===== src/rtl/bus_trace_sel_pkg.sv =====
package bus_trace_sel_pkg;

  localparam int SEL_W = 16;

  typedef enum logic [1:0] {
    FN_NOP    = 2'b00,
    FN_START  = 2'b01,
    FN_STOP   = 2'b10,
    FN_FREEZE = 2'b11
  } trace_fn_e;

  // Per-sequence control word (MSB first in the packed struct).
  typedef struct packed {
    logic             clr_use;
    logic             dbg_cpu;
    logic             dbg_pin;
    trace_fn_e        func;
    logic             every_cyc;
    logic             addr_on_d;
    logic             d_smp;
    logic             a_smp;
    logic [SEL_W-1:0] sel;
  } seq_ctrl_t;

  localparam int CTRL_W = $bits(seq_ctrl_t);

  // Per-sequence request bundle produced by the evaluator.
  typedef struct packed {
    logic want_a;
    logic want_d;
    logic start;
    logic stop;
    logic freeze;
    logic pin;
    logic irq;
    logic clr;
  } seq_req_t;

endpackage


===== src/rtl/bts_seq_eval.sv =====
module bts_seq_eval
  import bus_trace_sel_pkg::*;
(
  input  seq_ctrl_t ctrl,
  input  logic      done,
  input  logic      addr_act,
  input  logic      data_act,
  output seq_req_t  req
);

  logic wild;
  assign wild = &ctrl.sel;

  always_comb begin
    req = '0;
    if (wild) begin
      // Continuous sampling driven by bus activity.
      req.want_a = (ctrl.a_smp & addr_act)
                 | ((ctrl.d_smp | ctrl.addr_on_d) & data_act)
                 | ctrl.every_cyc;
      req.want_d = ctrl.d_smp & data_act;
    end else if (done) begin
      // One-shot capture; data-sample overrides addr-sample.
      if (ctrl.d_smp) begin
        req.want_a = 1'b1;
        req.want_d = 1'b1;
      end else if (ctrl.a_smp) begin
        req.want_a = 1'b1;
      end
    end
    if (done) begin
      unique case (ctrl.func)
        FN_START:  req.start  = 1'b1;
        FN_STOP:   req.stop   = 1'b1;
        FN_FREEZE: req.freeze = 1'b1;
        default:   ;
      endcase
      req.pin = ctrl.dbg_pin;
      req.irq = ctrl.dbg_cpu;
      req.clr = ctrl.clr_use;
    end
  end

endmodule


===== src/rtl/bts_out_stage.sv =====
module bts_out_stage
  import bus_trace_sel_pkg::*;
#(
  parameter int NSEQ = 8
) (
  input  logic     clk,
  input  logic     rst_n,
  input  seq_req_t reqs [NSEQ],
  input  logic     dbg_release,
  output logic     smp_valid,
  output logic     smp_data,
  output logic     fn_start,
  output logic     fn_stop,
  output logic     fn_freeze,
  output logic     dbg_pin_n,
  output logic     dbg_irq,
  output logic     clr_use
);

  seq_req_t merged;

  always_comb begin
    merged = '0;
    for (int i = 0; i < NSEQ; i++) begin
      merged = merged | reqs[i];
    end
  end

  always_ff @(posedge clk) begin
    if (!rst_n) begin
      smp_valid <= 1'b0;
      smp_data  <= 1'b0;
      fn_start  <= 1'b0;
      fn_stop   <= 1'b0;
      fn_freeze <= 1'b0;
      dbg_irq   <= 1'b0;
      clr_use   <= 1'b0;
      dbg_pin_n <= 1'b1;
    end else begin
      smp_valid <= merged.want_a | merged.want_d;
      smp_data  <= merged.want_d;
      fn_start  <= merged.start;
      fn_stop   <= merged.stop;
      fn_freeze <= merged.freeze;
      dbg_irq   <= merged.irq;
      clr_use   <= merged.clr;
      if (merged.pin)       dbg_pin_n <= 1'b0;
      else if (dbg_release) dbg_pin_n <= 1'b1;
    end
  end

  // a low pin stays low unless released.
  a_r10_pin_hold: assert property (@(posedge clk) disable iff (!rst_n)
    $past(rst_n) && !$past(dbg_pin_n) && !$past(dbg_release) |-> !dbg_pin_n);

  // a release with no competing request lets the pin go high.
  a_r10_pin_release: assert property (@(posedge clk) disable iff (!rst_n)
    $past(rst_n) && $past(dbg_release) && !$past(merged.pin) |-> dbg_pin_n);

endmodule


===== src/rtl/bus_trace_sel.sv =====
module bus_trace_sel
  import bus_trace_sel_pkg::*;
#(
  parameter int NSEQ = 8
) (
  input  logic                   clk,
  input  logic                   rst_n,
  input  logic                   addr_act,
  input  logic                   data_act,
  input  logic [NSEQ-1:0]        seq_done,
  input  logic [NSEQ*CTRL_W-1:0] seq_ctrl,
  input  logic                   dbg_release,
  output logic                   smp_valid,
  output logic                   smp_data,
  output logic                   fn_start,
  output logic                   fn_stop,
  output logic                   fn_freeze,
  output logic                   dbg_pin_n,
  output logic                   dbg_irq,
  output logic                   clr_use
);

  seq_ctrl_t ctrl_arr [NSEQ];
  seq_req_t  req_arr  [NSEQ];

  for (genvar g = 0; g < NSEQ; g++) begin : g_seq
    assign ctrl_arr[g] = seq_ctrl[g*CTRL_W +: CTRL_W];
    bts_seq_eval u_eval (
      .ctrl     (ctrl_arr[g]),
      .done     (seq_done[g]),
      .addr_act (addr_act),
      .data_act (data_act),
      .req      (req_arr[g])
    );
  end

  bts_out_stage #(.NSEQ(NSEQ)) u_out (
    .clk         (clk),
    .rst_n       (rst_n),
    .reqs        (req_arr),
    .dbg_release (dbg_release),
    .smp_valid   (smp_valid),
    .smp_data    (smp_data),
    .fn_start    (fn_start),
    .fn_stop     (fn_stop),
    .fn_freeze   (fn_freeze),
    .dbg_pin_n   (dbg_pin_n),
    .dbg_irq     (dbg_irq),
    .clr_use     (clr_use)
  );

  // Checker-side view of the control words, separate from the evaluators.
  logic any_wild, any_every;
  always_comb begin
    any_wild  = 1'b0;
    any_every = 1'b0;
    for (int i = 0; i < NSEQ; i++) begin
      if (seq_ctrl[i*CTRL_W +: SEL_W] == {SEL_W{1'b1}}) begin
        any_wild = 1'b1;
        if (ctrl_arr[i].every_cyc) any_every = 1'b1;
      end
    end
  end

  // an every-cycle wildcard sequence samples each cycle.
  a_r8_every_cycle: assert property (@(posedge clk) disable iff (!rst_n)
    $past(rst_n) && $past(any_every) |-> smp_valid);

  // with no completions and no wildcard, nothing is requested.
  a_r3_quiet: assert property (@(posedge clk) disable iff (!rst_n)
    $past(rst_n) && $past(seq_done == '0) && !$past(any_wild)
      |-> !smp_valid && !fn_start && !fn_stop && !fn_freeze && !dbg_irq && !clr_use);

  // a data sample always carries address/control.
  a_r4_data_has_addr: assert property (@(posedge clk) disable iff (!rst_n)
    smp_data |-> smp_valid);

endmodule


===== config.mk =====
export PLATFORM = sky130hd
export DESIGN_NAME = bus_trace_sel
export DESIGN_NICKNAME = d
export VERILOG_FILES = /design/src/rtl/bus_trace_sel_pkg.sv /design/src/rtl/bts_seq_eval.sv /design/src/rtl/bts_out_stage.sv /design/src/rtl/bus_trace_sel.sv
export SDC_FILE = /design/constraint.sdc
export NUM_CORES = 1
export LEC_CHECK = 0
export BUFFER_PORTS_ARGS = -buffer_cell sky130_fd_sc_hd__buf_2
export CORE_AREA = 2 2 85 87
export DETAILED_ROUTE_END_ITERATION = 10
export DIE_AREA = 0 0 87 89
export MAX_ROUTING_LAYER = met4
export PLACE_DENSITY = 0.57
export REMOVE_ABC_BUFFERS = 1
export SKIP_LAST_GASP = 1
export SLEW_MARGIN = 20
export SYNTH_ARGS = -nofsm -noshare
export SYNTH_HDL_FRONTEND = slang
export SYNTH_SLANG_ARGS = --single-unit

===== constraint.sdc =====
create_clock -name clk -period 3.05 [get_ports clk]
set_input_delay 0.61 -clock clk [delete_from_list [all_inputs] [get_ports clk]]
set_output_delay 0.61 -clock clk [all_outputs]
set_load 0.02 [all_outputs]

==> impl_metrics.py <==
metrics = {
    "global_route": {
        "gr-usage-met1_pct": 17.9,
        "global_route.peak_usage_layer": "met2",
        "grt_pass1_vias": 2164,
        "antenna_found_initial": 0,
        "globalRouteMet3Util_pct": 2.12,
        "grt_util_met2_pct": 33.3,
        "gr-usage-all-layers_pct": 16.8,
        "pin_count_of_the_biggest_net_entering_global_routing": 17,
        "grt_remaining_overflow": 0,
        "grt_first_pass_wirelength_mm": 9.88,
    },
    "synth": {
        "synth.most_common_cell": "sky130_fd_sc_hd__nand4_1",
        "post_synth_instance_area_um2": 1200,
        "synth-main-ff-cell": "sky130_fd_sc_hd__dfxtp_1",
        "postSynth.asyncResetShare_pct": 0,
        "ys_ff_latch": 8,
        "synth_top_area_share_pct": 15.6,
        "ys_top_cells_by_area": "sky130_fd_sc_hd__nand4_1 16%, sky130_fd_sc_hd__dfxtp_1 13%, sky130_fd_sc_hd__mux2i_1 9.2%, sky130_fd_sc_hd__a22oi_1 6.9%, sky130_fd_sc_hd__nand2_1 6.9%",
        "post_synth.cell_area_avg_um2": 7.55,
        "synth-seq-area-share_pct": 13.3,
        "netlist-cell-type-count": 27,
        "netlist.top_cell.by_area": "sky130_fd_sc_hd__nand4_1",
        "post_synth_most_frequent_cells": "30 x sky130_fd_sc_hd__nand4_1, 22 x sky130_fd_sc_hd__nand2_1, 11 x sky130_fd_sc_hd__a22oi_1, 11 x sky130_fd_sc_hd__mux2i_1, 10 x sky130_fd_sc_hd__o21ai_0",
        "synth_enable_flop_cells": 0,
        "postSynthCellCount": 159,
        "yosysWarnings": 0,
    },
    "floorplanning": {
        "initial_utilization_pct": 17.9,
        "die-width_um": 87,
        "die-area_um2": 7740,
        "fp.dieH_um": 89,
        "rows": 30,
        "io-pin-count": 221,
        "core-area_um2": 6720,
    },
    "worst_setup_path": {
        "timing.critical_path.cells": "buf_2, nand4_1, nor4_1, mux2_2, a2111oi_2, a31oi_1",
        "setup.reg_to_reg.worst_slack_ns": 2.17,
        "critPathMaxStageDelay_ns": 0.51,
        "criticalPathCategory": "in2reg",
        "worstSetupEndpointType": "flop",
        "timing.critical_path.required_ns": 3.14,
        "crit_path_top_delay_cell": "sky130_fd_sc_hd__nor4_1",
        "worst-path-max-fanout": 2,
        "cp.arrival_ns": 2.20,
        "kind_of_launch_point_of_the_worst_setup_path": "primary input",
    },
    "sta": {
        "post-route-worst-setup-slack_ns": 0.942,
        "report.final.hold_viol_count": 0,
        "fin_max_slew_vios": 0,
        "max-slew-margin-rel_pct": 60.8,
        "min_period_over_period_pct": 69.1,
        "final-setup-viol-count": 0,
        "setup_repair_after_global_routing_missed_its_margin": "false",
        "tightest_slew_ns": 0.583,
        "layout_min_cycle_time_ns": 2.11,
        "achievable-frequency_mhz": 474,
        "tns_ns": 0,
        "skew_ns": 0,
    },
    "clock_network": {
        "clk_latency_ns": 0.22,
        "cts_sinks": 8,
        "cts_buffers": 3,
        "clock_slew_at_reported_path_ffs_ns": 0.04,
        "cts_hold_repair.buffers": 0,
        "cts_max_path_buffers": 2,
        "cts_h_tree_depth": 1,
        "cts.root.buffer_cell": "sky130_fd_sc_hd__clkbuf_8",
        "cts_setup_buffers": 0,
        "cts_tree": "built",
        "cts-resized-gates": 0,
    },
    "run": {
        "max_cap_violations": 0,
    },
    "min_path": {
        "holdCritPathClass": "in2reg",
    },
    "routing": {
        "drt-initial-drc-count": 81,
        "drt_drc_violations_left": 0,
        "antenna_violating_nets_left": 0,
        "post_drt_wl_per_cell_um": 15.1,
        "detail_route.wirelength_mm": 6.92,
        "number_of_vias_per_cell": 4.96,
        "detailroute.via_count": 2278,
        "drt_pre_antenna_iters": 6,
    },
    "status": {
        "run_status": "finished clean",
    },
    "pwr": {
        "p_leak_nw": 1.22,
        "power.density_cell_area_nw_per_um2": 205,
        "vdd.ir_drop.worst_mv": 0.0969,
    },
    "placed_design": {
        "gp_congestion": 0.847,
        "port_buffers": 220,
        "detailed_placement_hpwl_mm": 6.18,
        "preCtsSetupSlack_ns": 0.694,
    },
    "layout": {
        "final_nets": 594,
        "area_growth_from_synthesis_to_final_layout_pct": 103,
        "num-fill-cells": 715,
        "layout.area.seq_um2": 160,
        "final_layout_size_suffix_gt1_share_pct": 62.3,
        "antennaDiodeCount": 0,
        "multiInputGateArea_um2": 1020,
    },
}
==> layer usage <==
layer / vias to the layer above / part of all wire, %
met1: 1020 / 38
met2: 127 / 53
met5: - / 0
met4: 0 / 0.69
li1: 1127 / -
met3: 4 / 8.5
==> cell usage in the layout (no fill, tap or decap), drive strengths merged, types with 3 or more instances in the layout <==
cell type	n
a41oi	3
mux2i	11
nor4	12
nand3b	3
a22oi	11
buf	220
o21ai	10
mux2	5
nand2	22
o22ai	6
dfxtp	8
and3	4
a31oi	5
o21a	8
nand4	32
a211oi	8
clkbuf	3
==> final cells by class <==
class	instances	area share, %
Timing Repair Buffer	220	45.3
Multi-Input combinational cell	147	42.1
Sequential cell	8	6.59
Tap cell	80	4.12
Clock buffer	3	1.70
Inverter	1	0.154
==> per-stage QoR <==
| step | instances | utilization, % | hold slack, ns | instance area (um2) | total power, W |
|---|---|---|---|---|---|
| 2_1_floorplan | 156 | - | 0.672 | 1190 | 0.000193 |
| 3_3_place_gp | 456 | 35.5 | 0.670 | 2390 | 0.000374 |
| 3_5_place_dp | 456 | 35.5 | 0.670 | 2390 | 0.000377 |
| 4_1_cts | 459 | 36.2 | 0.558 | 2430 | 0.000508 |
| 5_1_grt | 459 | 36.2 | 0.563 | 2430 | 0.000539 |
| 6_report | 459 | 36.2 | 0.563 | 2430 | 0.000498 |
==> power breakdown <==
group	internal (W)	switching [W]
Sequential	0.000114	0.00000207
Clock	0.0000853	0.0000398
Combinational	0.000140	0.000117
==> flip-flops by register name, indices dropped and copies added (netlist names) <==
register	cells
u_out.dbg_irq	1
u_out.clr_use	1
u_out.smp_data	1
u_out.fn_freeze	1
u_out.smp_valid	1
u_out.fn_stop	1
u_out.fn_start	1
u_out.dbg_pin_n	1
==> worst paths after layout <==
kind	startpoint	to	depth (start not counted)
worst max register to register	u_out.dbg_pin_n	u_out.dbg_pin_n	4
worst max-delay path	seq_ctrl[39]	u_out.smp_data	6
worst min-delay path	rst_n	u_out.dbg_pin_n	2
worst min register to register	u_out.dbg_pin_n	u_out.dbg_pin_n	4
==> cells by family after synthesis <==
| logic type | count (synthesis) | synth area share, % |
|---|---|---|
| and+or+nand+nor | 76 | 39.2 |
| AOI/OAI and AO/OA | 55 | 32.2 |
| muxes | 16 | 13.9 |
| DFF | 8 | 13.3 |
| buffers and inverters | 4 | 1.36 |
==> critical path, delay by kind of cell <==
family | cells | cell delay [ns]
simple gates | 2 | 0.60
compound gates | 2 | 0.52
mux | 1 | 0.40
buf+inv | 1 | 0.07
(Power assumes the default switching activity.)
